==> src/rtl/lmd_pkg.sv <==
package lmd_pkg;

  localparam int ATTR_BYTES = 7;

  typedef enum logic [1:0] {
    TGT_DRAM    = 2'd0,
    TGT_DRAM_RO = 2'd1,
    TGT_PCI     = 2'd2
  } target_e;

  // strobes from the control decoder to the datapath
  typedef struct packed {
    logic [ATTR_BYTES-1:0] attrWe;
    logic [ATTR_BYTES-1:0] attrRd;
    logic                  smramWe;
    logic                  smramRd;
    logic                  sizeWe;
    logic                  sizeRd;
  } cfg_strobe_t;

  // two-bit segment attribute to target, write direction aware
  function automatic target_e attr_to_target(input logic [1:0] attr, input logic isWrite);
    target_e t;
    case (attr)
      2'd3:    t = TGT_DRAM;
      2'd1:    t = isWrite ? TGT_PCI : TGT_DRAM_RO;
      default: t = TGT_PCI;
    endcase
    return t;
  endfunction

endpackage

==> src/rtl/lmd_ctrl.sv <==
module lmd_ctrl
  import lmd_pkg::*;
#(
  parameter logic [7:0] ATTR_BASE = 8'h59,
  parameter logic [7:0] SMRAM_OFF = 8'h72,
  parameter logic [7:0] SIZE_OFF  = 8'h57
) (
  input  logic        cfgWrEn,
  input  logic [7:0]  cfgAddr,
  output cfg_strobe_t strobe
);

  always_comb begin
    strobe = '0;
    for (int i = 0; i < ATTR_BYTES; i++) begin
      if (cfgAddr == ATTR_BASE + 8'(i)) begin
        strobe.attrRd[i] = 1'b1;
        strobe.attrWe[i] = cfgWrEn;
      end
    end
    if (cfgAddr == SMRAM_OFF) begin
      strobe.smramRd = 1'b1;
      strobe.smramWe = cfgWrEn;
    end
    if (cfgAddr == SIZE_OFF) begin
      strobe.sizeRd = 1'b1;
      strobe.sizeWe = cfgWrEn;
    end
  end

endmodule

==> src/rtl/lmd_datapath.sv <==
module lmd_datapath
  import lmd_pkg::*;
#(
  parameter logic [7:0] SMRAM_RESET = 8'h02,
  parameter logic [7:0] SIZE_RESET  = 8'h08,
  parameter int         SEG_COUNT   = 12,
  parameter int         ADDR_W      = 20
) (
  input  logic              clk,
  input  logic              rst_n,
  input  cfg_strobe_t       strobe,
  input  logic [7:0]        cfgWrData,
  output logic [7:0]        cfgRdData,
  input  logic              smmActive,
  input  logic              memValid,
  input  logic              memWrite,
  input  logic [ADDR_W-1:0] memAddr,
  output logic [1:0]        target,
  output logic              writeBlocked
);

  localparam int SEG_SHIFT = 14;
  localparam int IDX_W     = ADDR_W - 2 - SEG_SHIFT;
  localparam int SMRAM_OPEN_BIT = 6;
  localparam int SMRAM_SMM_BIT  = 3;

  logic [7:0] attrReg [ATTR_BYTES];
  logic [7:0] smramReg;
  logic [7:0] sizeReg;

  always_ff @(posedge clk) begin
    if (!rst_n) begin
      for (int i = 0; i < ATTR_BYTES; i++) attrReg[i] <= 8'h00;
      smramReg <= SMRAM_RESET;
      sizeReg  <= SIZE_RESET;
    end else begin
      for (int i = 0; i < ATTR_BYTES; i++)
        if (strobe.attrWe[i]) attrReg[i] <= cfgWrData;
      if (strobe.smramWe) smramReg <= cfgWrData;
      if (strobe.sizeWe)  sizeReg  <= cfgWrData;
    end
  end

  always_comb begin
    cfgRdData = 8'h00;
    for (int i = 0; i < ATTR_BYTES; i++)
      if (strobe.attrRd[i]) cfgRdData = attrReg[i];
    if (strobe.smramRd) cfgRdData = smramReg;
    if (strobe.sizeRd)  cfgRdData = sizeReg;
  end

  // per-segment attribute fields, two per byte after the first
  logic [1:0] segAttr [SEG_COUNT];
  for (genvar g = 0; g < SEG_COUNT; g++) begin : gSeg
    assign segAttr[g] = attrReg[1 + g/2][(g%2)*4 +: 2];
  end

  logic             inBios, inSeg, inWin;
  logic [IDX_W-1:0] segIdx;
  logic [1:0]       segSel;
  logic             winOpen;
  target_e          tgt;

  assign inBios  = memAddr[ADDR_W-1 -: 4] == 4'hF;
  assign inSeg   = memAddr[ADDR_W-1 -: 2] == 2'b11 && !inBios;
  assign inWin   = memAddr[ADDR_W-1 -: 3] == 3'b101;
  assign segIdx  = memAddr[SEG_SHIFT +: IDX_W];
  assign winOpen = smramReg[SMRAM_OPEN_BIT] | (smmActive & smramReg[SMRAM_SMM_BIT]);

  always_comb begin
    segSel = 2'd0;
    for (int k = 0; k < SEG_COUNT; k++)
      if (segIdx == IDX_W'(k)) segSel = segAttr[k];
  end

  always_comb begin
    if (inBios)      tgt = attr_to_target(attrReg[0][5:4], memWrite);
    else if (inSeg)  tgt = attr_to_target(segSel, memWrite);
    else if (inWin)  tgt = winOpen ? TGT_DRAM : TGT_PCI;
    else             tgt = TGT_DRAM;
  end

  logic roHit;
  always_comb begin
    if (inBios)     roHit = attrReg[0][5:4] == 2'd1;
    else if (inSeg) roHit = segSel == 2'd1;
    else            roHit = 1'b0;
  end

  assign target       = tgt;
  assign writeBlocked = memValid & memWrite & roHit;

endmodule

==> src/rtl/legacy_mem_decoder.sv <==
module legacy_mem_decoder
  import lmd_pkg::*;
#(
  parameter logic [7:0] ATTR_BASE   = 8'h59,
  parameter logic [7:0] SMRAM_OFF   = 8'h72,
  parameter logic [7:0] SIZE_OFF    = 8'h57,
  parameter logic [7:0] SMRAM_RESET = 8'h02,
  parameter logic [7:0] SIZE_RESET  = 8'h08,
  parameter int         SEG_COUNT   = 12,
  parameter int         ADDR_W      = 20
) (
  input  logic              clk,
  input  logic              rst_n,
  input  logic              cfgWrEn,
  input  logic [7:0]        cfgAddr,
  input  logic [7:0]        cfgWrData,
  output logic [7:0]        cfgRdData,
  input  logic              smmActive,
  input  logic              memValid,
  input  logic              memWrite,
  input  logic [ADDR_W-1:0] memAddr,
  output logic [1:0]        target,
  output logic              writeBlocked
);

  cfg_strobe_t strobe;

  lmd_ctrl #(
    .ATTR_BASE(ATTR_BASE), .SMRAM_OFF(SMRAM_OFF), .SIZE_OFF(SIZE_OFF)
  ) u_ctrl (
    .cfgWrEn(cfgWrEn), .cfgAddr(cfgAddr), .strobe(strobe)
  );

  lmd_datapath #(
    .SMRAM_RESET(SMRAM_RESET), .SIZE_RESET(SIZE_RESET),
    .SEG_COUNT(SEG_COUNT), .ADDR_W(ADDR_W)
  ) u_dp (
    .clk(clk), .rst_n(rst_n), .strobe(strobe), .cfgWrData(cfgWrData),
    .cfgRdData(cfgRdData), .smmActive(smmActive), .memValid(memValid),
    .memWrite(memWrite), .memAddr(memAddr), .target(target),
    .writeBlocked(writeBlocked)
  );

endmodule

==> config.mk <==
export PLATFORM = sky130hd
export DESIGN_NAME = legacy_mem_decoder
export DESIGN_NICKNAME = d
export VERILOG_FILES = /design/src/rtl/lmd_pkg.sv /design/src/rtl/lmd_ctrl.sv /design/src/rtl/lmd_datapath.sv /design/src/rtl/legacy_mem_decoder.sv
export SDC_FILE = /design/constraint.sdc
export NUM_CORES = 1
export LEC_CHECK = 0
export ABC_AREA = 1
export BUFFER_PORTS_ARGS = -buffer_cell sky130_fd_sc_hd__buf_4
export CAP_MARGIN = 25
export CORE_AREA = 2 2 116 118
export DETAILED_ROUTE_END_ITERATION = 10
export DIE_AREA = 0 0 118 120
export GPL_TIMING_DRIVEN = 0
export SKIP_LAST_GASP = 1
export SLEW_MARGIN = 20
export SYNTH_ARGS = -nofsm -noshare
export SYNTH_HDL_FRONTEND = slang
export SYNTH_HIERARCHICAL = 1
export SYNTH_SLANG_ARGS = --single-unit
==> constraint.sdc <==
create_clock -name clk -period 1.72 [get_ports clk]
set_input_delay 0.258 -clock clk [delete_from_list [all_inputs] [get_ports clk]]
set_output_delay 0.258 -clock clk [all_outputs]
set_load 0.01 [all_outputs]
; ---- Yosys cells after proc, flatten, opt, wreduce, memory -nomap -nowiden
; Memories as Yosys holds them, arrays and structs flattened.
; Cells that the tools add are included.
[word_totals]
mem_bits_rw = 56
word_cells = 119
reg_bits = 16
out_inout_bits = 11
inputBits = 42
memories = 1
[classes]
muxes = 75
eq_ne = 27
n_reduce_logical = 3
bitwise_logic = 11
[mem_list]
columns = name, words, width, rd, rd_clocked_by_memory_dff, wr, line
row1 = u_dp.attrReg, 7, 8, 7, 0, 7, lmd_datapath.sv:27  ; logic [7:0] attrReg [ATTR_BYTES];
[op_table]
columns = cell, n
row1 = 8-bit 2-to-1 mux, 16
row2 = "8-bit by 7-bit equality test with 1-bit output, second input constant", 9
row3 = 1-bit 2-to-1 mux, 38
row4 = 2-bit 2-to-1 mux, 19
row5 = "4-bit equality test, second input constant", 5
row6 = "4-bit by 3-bit equality test with 1-bit output, second input constant", 4
row7 = "4-bit by 2-bit equality test with 1-bit output, second input constant", 2
row8 = 1-bit OR, 8
row9 = 2-bit case mux with 2 select lines, 2
row10 = "2-bit equality test, second input constant", 3
row11 = "2-bit by 1-bit equality test with 1-bit output, second input constant", 2
row12 = "4-bit by 1-bit equality test with 1-bit output, second input constant", 1
row13 = 4-bit logical NOT, 1
row14 = 1-bit AND, 3
row15 = "3-bit equality test, second input constant", 1
row16 = 1-bit logical AND, 1
row17 = 1-bit logical NOT, 1

; ---- Depth between registers and ports, before layout
; Gate-level depths: netlist of the first run.
[depth]
ltp_word = 17
depth_mapped = 17

; ---- Modules after synthesis
; Netlist of the first run, hierarchy kept.
[by_module_without_submodules]
columns = mod, area_per_inst_um2, seq_area_each_um2, n_inst, cells_per_inst
row1 = lmd_datapath, 3568.4, 2001.9, 1, 427
row2 = lmd_ctrl, 220.2, 0.0, 1, 56

; ---- Worst setup path after synthesis of the first run
; OpenSTA, ideal clock, no wires.
[synth_path]
path_type = input to output
from = input port cfgAddr[7]
to = output port cfgRdData[0]
setup_slack_ns = -0.227
required_time_ns = 1.462
arrival_ns = 1.689
stages = 14
path_buffers = 1
cell_sequence = inv_2 nand2_2 nor2_4 nand2_1 inv_1 buf_2 nand3_1 a22oi_1 o21ai_0 o21ai_0 o211ai_1 nand2_1 o21ai_0 o21ai_0
[synth_lines]
columns = element, line
row1 = "start, declared", legacy_mem_decoder.sv:15  ; input logic [7:0] cfgAddr,
row2 = "end, declared", legacy_mem_decoder.sv:17  ; output logic [7:0] cfgRdData,

==> key figures, run 1 <==
Yosys
  – Yosys warns: 6
  – Post-synthesis register bit count: 72
  – Post-Syn Nets: approximately 530
  – Syn Area/Cell: 7.84 µm²
  – Mapped Cells: 483
  – Mapped Area: 3790 µm²
  – Sequential-to-total area share from yosys stat: 0.528
  – Unique masters post-synth: 26

Worst hold path
  – Hold Crit Depth: 3
  – Hold Path End: u_dp/smramReg[1]
  – Hold Path Class: primary input to register
  – Hold_sp: cfgWrData[1]

STA
  – Slew Limit Fails: 0
  – Post-route clock skew: 0 ps
  – Tmin final: 2280 ps
  – Peak Freq: 0.439 GHz
  – Worst hold margin: roughly 170 ps
  – Setup TNS: -5190 ps
  – Fin crit share: 1.33
  – Worst slew margin: 0.605
  – Setup WS post-layout: -560 ps
  – Slew @ Worst Pin: 592 ps
  – # setup viols final: 11
  – RSZ-0062 raised after global routing: yes
  – Hold Vio Cnt, Final: 0

Setup path
  – CP Class: primary input to output pin
  – Worst-path cell with the longest stage delay: nor2_4
  – Arr. time, crit path: between 2000 and 2500 ps
  – CP peak stage delay: roughly 200 ps
  – Top cell by count, worst path: o21ai_1
  – CP Cell Sequence: buf_12, inv_12, nand2_4, nor2_4, nand2_2, inv_2, buf_8, nand3_2, a22oi_2, o21ai_2, o21ai_1, o21ai_1, o21ai_1, nor2_1, o21ai_2, buf_4
  – Req. time, crit path: between 1000 and 1500 ps
  – R2r setup slk: slightly above 1000 ps
  – CP top delay family: compound AO/OA/AOI/OAI gates
  – CP Max Fanout: 8
  – CP bufs+invs: 5
  – Worst Reg-to-Reg Cells: 2
  – CP Launch Type: primary input
  – Setup crit start: cfgAddr[5]
  – Reg-to-reg critical path startpoint: u_dp/smramReg[6]
  – Worst setup EP type: output pin
  – RR Endpoint: u_dp/smramReg[6]

GRT
  – Total track usage: 0.146
  – Global-route wire length before repair: 16700 µm
  – Vias in the first global route: about 3.5k
  – Antenna violations before repair: 0
  – Grt total ovfl: 0
  – Largest net degree at the start of global routing: 13

Layout
  – FF/Latch Area: about 2000 µm²
  – # fillers: around 1.4k
  – Inserted Diodes: 0
  – Multi-input logic area: roughly 1600 µm²
  – Final #Nets: just under 600
  – Final Core Density: 0.378
  – Area growth from synthesis to layout: 29.4%
  – Layout cells sized above 1: 0.237

Floorplan
  – Die ar.: 14200 µm²
  – I/O pins: between 50 and 60
  – Die Ht: between 100 and 150 µm
  – Die W: around 120 µm
  – Initial Util: 0.292
  – Cell Rows: 42
  – Core region area: roughly 13000 µm²

Power and ir drop
  – Pwr per Cell Area: 822 nW/µm²
  – Leak: 2.10 nW
  – VDD IR max: 0.386 mV

Drt
  – DR DRC count: 0
  – Routed wire per std cell: between 10 and 15 µm
  – Vias per Instance: between 4 and 5
  – Initial DRC count: 351
  – Drt pass-1 iters: 5
  – DRT antenna net count: 0
  – Routed WL: about 10000 µm
  – Via Count: between 3k and 4k

Clock tree
  – Clock buffer count from CTS: 9
  – Clock Pin Slew Worst Setup and Hold Paths: roughly 60 ps
  – CTS tree: yes
  – Clk buf depth: 2
  – Htree depth: 3
  – Num Clock Sinks: 72
  – Clock latency on the worst-skew pair: ~320 ps
  – CTS root buffer: clkbuf_16
  – Hold_buf cts: 0

Flow run
  – # Max-Cap Violations: 0

Outcome
  – Failing checks: negative setup slack
  – Status: finished, violations left

Place
  – Port bufs: 37
  – GP Congestion: 0.837
  – Dpl hpwl: around 7500 µm
## where the power goes
group	switching, mW	internal (mW)	total (mW)
clock network	0.680	1.06	1.74
logic	0.196	0.112	0.308
registers	0.0337	1.95	1.98
## stage by stage
step | area, µm² | total power, mW | instances | worst slack [ps]
after CTS | 4810 | 4.05 | 727 | -584
final | 4900 | 4.03 | 724 | -560
after global routing | 4900 | 4.19 | 724 | -712
after floorplan | 3880 | 2.16 | 483 | -117
after global placement | 4380 | 2.29 | 696 | -663
after detailed placement | 4380 | 2.30 | 696 | -720
## synth_stat cells, drive strengths merged
cell | instances | area (µm²)
nand4 | 7 | 43.8
nand2 | 104 | 395
nand3 | 14 | 70.1
a21boi | 1 | 7.51
buf | 5 | 25.0
clkbuf | 9 | 33.8
inv | 62 | 233
nor4 | 1 | 6.26
edfxtp | 56 | 1680
dfxtp | 16 | 320
a22oi | 2 | 15.0
or2 | 8 | 50.1
clkinv | 2 | 8.75
o211ai | 3 | 22.5
a21oi | 40 | 200
o21a | 1 | 7.51
nor2 | 90 | 353
o31ai | 1 | 7.51
o21ai | 60 | 300
a211oi | 1 | 7.51
## how the worst max path moves through the flow
stage | endpoint | slack [ps] | depth (start not counted)
after floorplan | cfgRdData[2] | -120 | 16
after global placement | cfgRdData[1] | -660 | 17
after detailed placement | cfgRdData[1] | -720 | 17
after CTS | cfgRdData[1] | -580 | 16
after global routing | cfgRdData[1] | -710 | 16
final | cfgRdData[1] | -560 | 16
## registers in the layout, indices dropped and copies added (netlist names)
name,flops
u_dp/attrReg,56
u_dp/sizeReg,8
u_dp/smramReg,8
## cell families (layout without fill, tap and decap cells)
| group | count (synthesis) | after routing | share of synthesized area |
|---|---|---|---|
| simple gates | 224 | 224 | 0.242 |
| compound gates | 109 | 109 | 0.150 |
| buf+inv | 78 | 143 | 0.0793 |
| flops | 72 | 72 | 0.528 |
## cells in the final DEF, fill, tap and decap left out, types with 2 or more instances in the layout
cell,synthesis,routed
a21oi_1,40,33
a21oi_2,0,7
a22oi_2,0,2
buf_4,0,43
buf_6,0,7
buf_8,0,2
clkbuf_1,9,9
clkbuf_16,0,10
clkinv_2,1,3
clkinvlp_4,0,2
dfxtp_1,16,16
edfxtp_1,56,56
inv_1,60,53
inv_2,2,7
inv_4,0,2
nand2_1,102,91
nand2_2,2,10
nand2_4,0,3
nand3_1,14,9
nand3_2,0,5
nand4_1,7,7
nor2_1,86,80
nor2_2,3,8
nor2_4,1,2
o211ai_1,3,3
o21ai_0,48,21
o21ai_1,12,34
o21ai_2,0,5
or2_2,8,7
## metal layers
layer  track usage  share of wire  vias to the layer above
met4        0.0512          0.012                        0
met5             0              0                        -
met3        0.0228          0.046                       12
met1         0.196           0.47                     1632
met2         0.241           0.47                      110
li1              -              -                     1709
## final cells by class
type                       instances  share of cell area
sequential                        72               0.408
clock inverter                     5             0.00562
inverter                          64              0.0549
multi-input combinational        333               0.333
tap                              176              0.0449
clock buffer                      11              0.0518
timing repair buffer              48              0.0799
buffer                            14              0.0199
timing repair inverter             1             0.00153
## tightest hold or removal path, cell delays in order
cell     delay [ps]
buf_4           100
a21oi_1          50
o21ai_0          60
## what timing repair did
item                       in CTS  in global routing
resized for setup              20                 36
cloned                          3                  0
setup endpoints to repair      11                 27
buffers inserted               12                  4
pin swaps                      24                 30
No activity file was read; power rests on OpenSTA's default activity.
==> inputs of run 2 (changes only) <==
--- a/config.mk
+++ b/config.mk
@@ -12,6 +12,7 @@
 export DETAILED_ROUTE_END_ITERATION = 10
 export DIE_AREA = 0 0 118 120
 export GPL_TIMING_DRIVEN = 0
+export MAX_ROUTING_LAYER = met4
 export SKIP_LAST_GASP = 1
 export SLEW_MARGIN = 20
 export SYNTH_ARGS = -nofsm -noshare
==> run 2 against run 1 <==
The run still ends with negative setup slack left. Critical path depth unchanged. First-iteration DRC count increased by 8.0%. Wire length increased by 0.55%. Maximum frequency is 0.15% lower. Sequential share of layout area is the same. Clock power about the same. Design area stayed put. Sequential power hardly changed. Critical path type unchanged. Critical endpoint unchanged. Largest cell class unchanged.
==> key figures, run 2 (synthesis results as in run 1) <==
Floorplan
  – Die W: 118 µm (unchanged)
  – I/O pins: 53 (unchanged)
  – Core region area: 13000 µm² (unchanged)
  – Die Ht: 120 µm (unchanged)
  – Cell Rows: 42 (unchanged)
  – Initial Util: 0.292 (unchanged)
  – Die ar.: 14200 µm² (unchanged)

Setup path
  – CP Max Fanout: 8 (unchanged)
  – RR Endpoint: u_dp/smramReg[6]
  – R2r setup slk: 1030 ps (about the same)
  – Worst Reg-to-Reg Cells: 2 (unchanged)
  – Worst setup EP type: output pin
  – CP Launch Type: primary input
  – CP Class: primary input to output pin
  – Arr. time, crit path: 2030 ps (about the same)
  – Reg-to-reg critical path startpoint: u_dp/smramReg[6]
  – Req. time, crit path: 1460 ps (about the same)

Drt
  – Routed WL: 10000 µm (+0.55%)
  – Drt pass-1 iters: 5 (unchanged)
  – Via Count: 3501 (+1.1%)
  – Vias per Instance: 4.84 (+1.1%)
  – DR DRC count: 0 (unchanged)
  – DRT antenna net count: 0 (unchanged)
  – Routed wire per std cell: 13.9 µm (+0.55%)
  – Initial DRC count: 379 (+8.0%)

Layout
  – Leading cell type in the layout, fill and taps excluded: nand2_1
  – Layout cells sized above 1: 0.237 (unchanged)
  – Regs by FF count: u_dp/attrReg (56), u_dp/sizeReg (8), u_dp/smramReg (8)
  – Multi-input logic area: 1630 µm² (unchanged)
  – Final Non-Filler Cells: 724 (unchanged)
  – FF/Latch Area: 2000 µm² (unchanged)
  – Final #Nets: 585 (unchanged)
  – Most frequent cells in the layout: nand2_1, nor2_1, edfxtp_1, inv_1, buf_4
  – Area growth from synthesis to layout: 29.4% (unchanged)
  – Largest register FFs: 56 (unchanged)
  – Largest reg by FF count: u_dp/attrReg
  – # fillers: 1367 (unchanged)
  – Inserted Diodes: 0 (unchanged)

STA
  – Post-route clock skew: 0 ps (unchanged)
  – Peak Freq: 0.438 GHz (-0.15%)
  – # setup viols final: 11 (unchanged)
  – Fin crit share: 1.33 (+0.00197)
  – Worst slew margin: 0.620 (+0.0145)
  – RSZ-0062 raised after global routing: yes
  – Setup WS post-layout: -563 ps (-3.38 ps)
  – Hold Vio Cnt, Final: 0 (unchanged)
  – Slew Limit Fails: 0 (unchanged)
  – Tmin final: 2280 ps (+3.38 ps)
  – Worst hold margin: 171 ps (+1.59 ps)
  – Slew @ Worst Pin: 571 ps (-21.7 ps)

Power and ir drop
  – Pwr per Cell Area: 821 nW/µm² (about the same)
  – Pwr Total: 4.02 mW (about the same)
  – Leak: 2.10 nW (unchanged)
  – VDD IR max: 0.384 mV (-0.34%)

Worst hold path
  – Hold Path Class: primary input to register
  – Hold Crit Depth: 3 (unchanged)
  – Hold Path End: u_dp/smramReg[1]
  – Hold_sp: cfgWrData[1]

Clock tree
  – Num Clock Sinks: 72 (unchanged)
  – Clock buffer count from CTS: 9 (unchanged)
  – CTS root buffer: clkbuf_16
  – Clock latency on the worst-skew pair: 320 ps (about the same)
  – Hold_buf cts: 0 (unchanged)
  – Clk buf depth: 2 (unchanged)
  – Clock Pin Slew Worst Setup and Hold Paths: 60 ps (about the same)
  – Htree depth: 3 (unchanged)
  – CTS tree: yes

GRT
  – Vias in the first global route: 3472 (unchanged)
  – Antenna violations before repair: 0 (unchanged)
  – Total track usage: 0.151 (+0.00450)
  – Grt total ovfl: 0 (unchanged)
  – Largest net degree at the start of global routing: 13 (unchanged)
  – Global-route wire length before repair: 16700 µm (about the same)

Place
  – Placed Instances: 696 (unchanged)
  – GP Congestion: 0.850 (+1.5%)
  – Port bufs: 37 (unchanged)
  – Dpl hpwl: 7470 µm (unchanged)

Flow run
  – # Max-Cap Violations: 0 (unchanged)

Outcome
  – Status: finished, violations left
  – Failing checks: negative setup slack
[run 2: worst max-delay path: stages]
cell and delay, ps:
buf_12 110, inv_12 40, nand2_4 40, nor2_4 200
nand2_2 100, inv_2 80, buf_8 130, nand3_2 90
a22oi_2 180, o21ai_2 90, o21ai_1 130, o21ai_1 80
o21ai_1 140, nor2_1 80, o21ai_2 130, buf_4 130
[run 2: repair_timing]
item | CTS | global route
resized for setup | 20 | 36
setup endpoints to repair | 11 | 27
pin swaps | 24 | 30
gates cloned | 3 | 0
setup buffers | 12 | 4
[run 2: worst max path at each step]
stage / endpoint / cells past startpoint / startpoint / slack, ps
floorplan: cfgRdData[2] / 16 / cfgAddr[5] / -120
global placement: cfgRdData[1] / 17 / cfgAddr[5] / -660
detailed placement: cfgRdData[1] / 17 / cfgAddr[5] / -720
CTS: cfgRdData[1] / 16 / cfgAddr[7] / -580
global route: cfgRdData[1] / 16 / cfgAddr[7] / -710
finish: cfgRdData[1] / 16 / cfgAddr[5] / -560
[run 2: cell type report]
type | instances | share of cell area
Tap cell | 176 | 0.0449
Clock buffer | 11 | 0.0518
Sequential cell | 72 | 0.408
Inverter | 64 | 0.0549
Multi-Input combinational cell | 333 | 0.333
Clock inverter | 5 | 0.00562
Timing Repair Buffer | 48 | 0.0799
Buffer | 14 | 0.0199
Timing Repair inverter | 1 | 0.00153
[run 2: power by group]
| part | switching [mW] | internal (mW) | total (mW) |
|---|---|---|---|
| sequential | 0.0340 | 1.95 | 1.98 |
| clock | 0.676 | 1.06 | 1.73 |
| combinational | 0.196 | 0.112 | 0.308 |
[run 2: per-stage QoR]
step           setup WS [ps]  cell area, µm²  setup TNS (ps)  utilization
6_report                -563            4900           -5200        0.378
5_1_grt                 -712            4900           -6970        0.378
4_1_cts                 -584            4810          -13510        0.371
3_5_place_dp            -720            4380           -6400        0.337
3_3_place_gp            -663            4380           -5750        0.337
2_1_floorplan           -117            3880            -811            -
[run 2: routing by layer]
layer / part of all wire / track usage / up-vias
li1: - / - / 1711
met1: 0.46 / 0.197 / 1645
met2: 0.47 / 0.241 / 125
met3: 0.057 / 0.0166 / 20
met4: 0.013 / 0.0625 / 0
met5: 0 / - / -
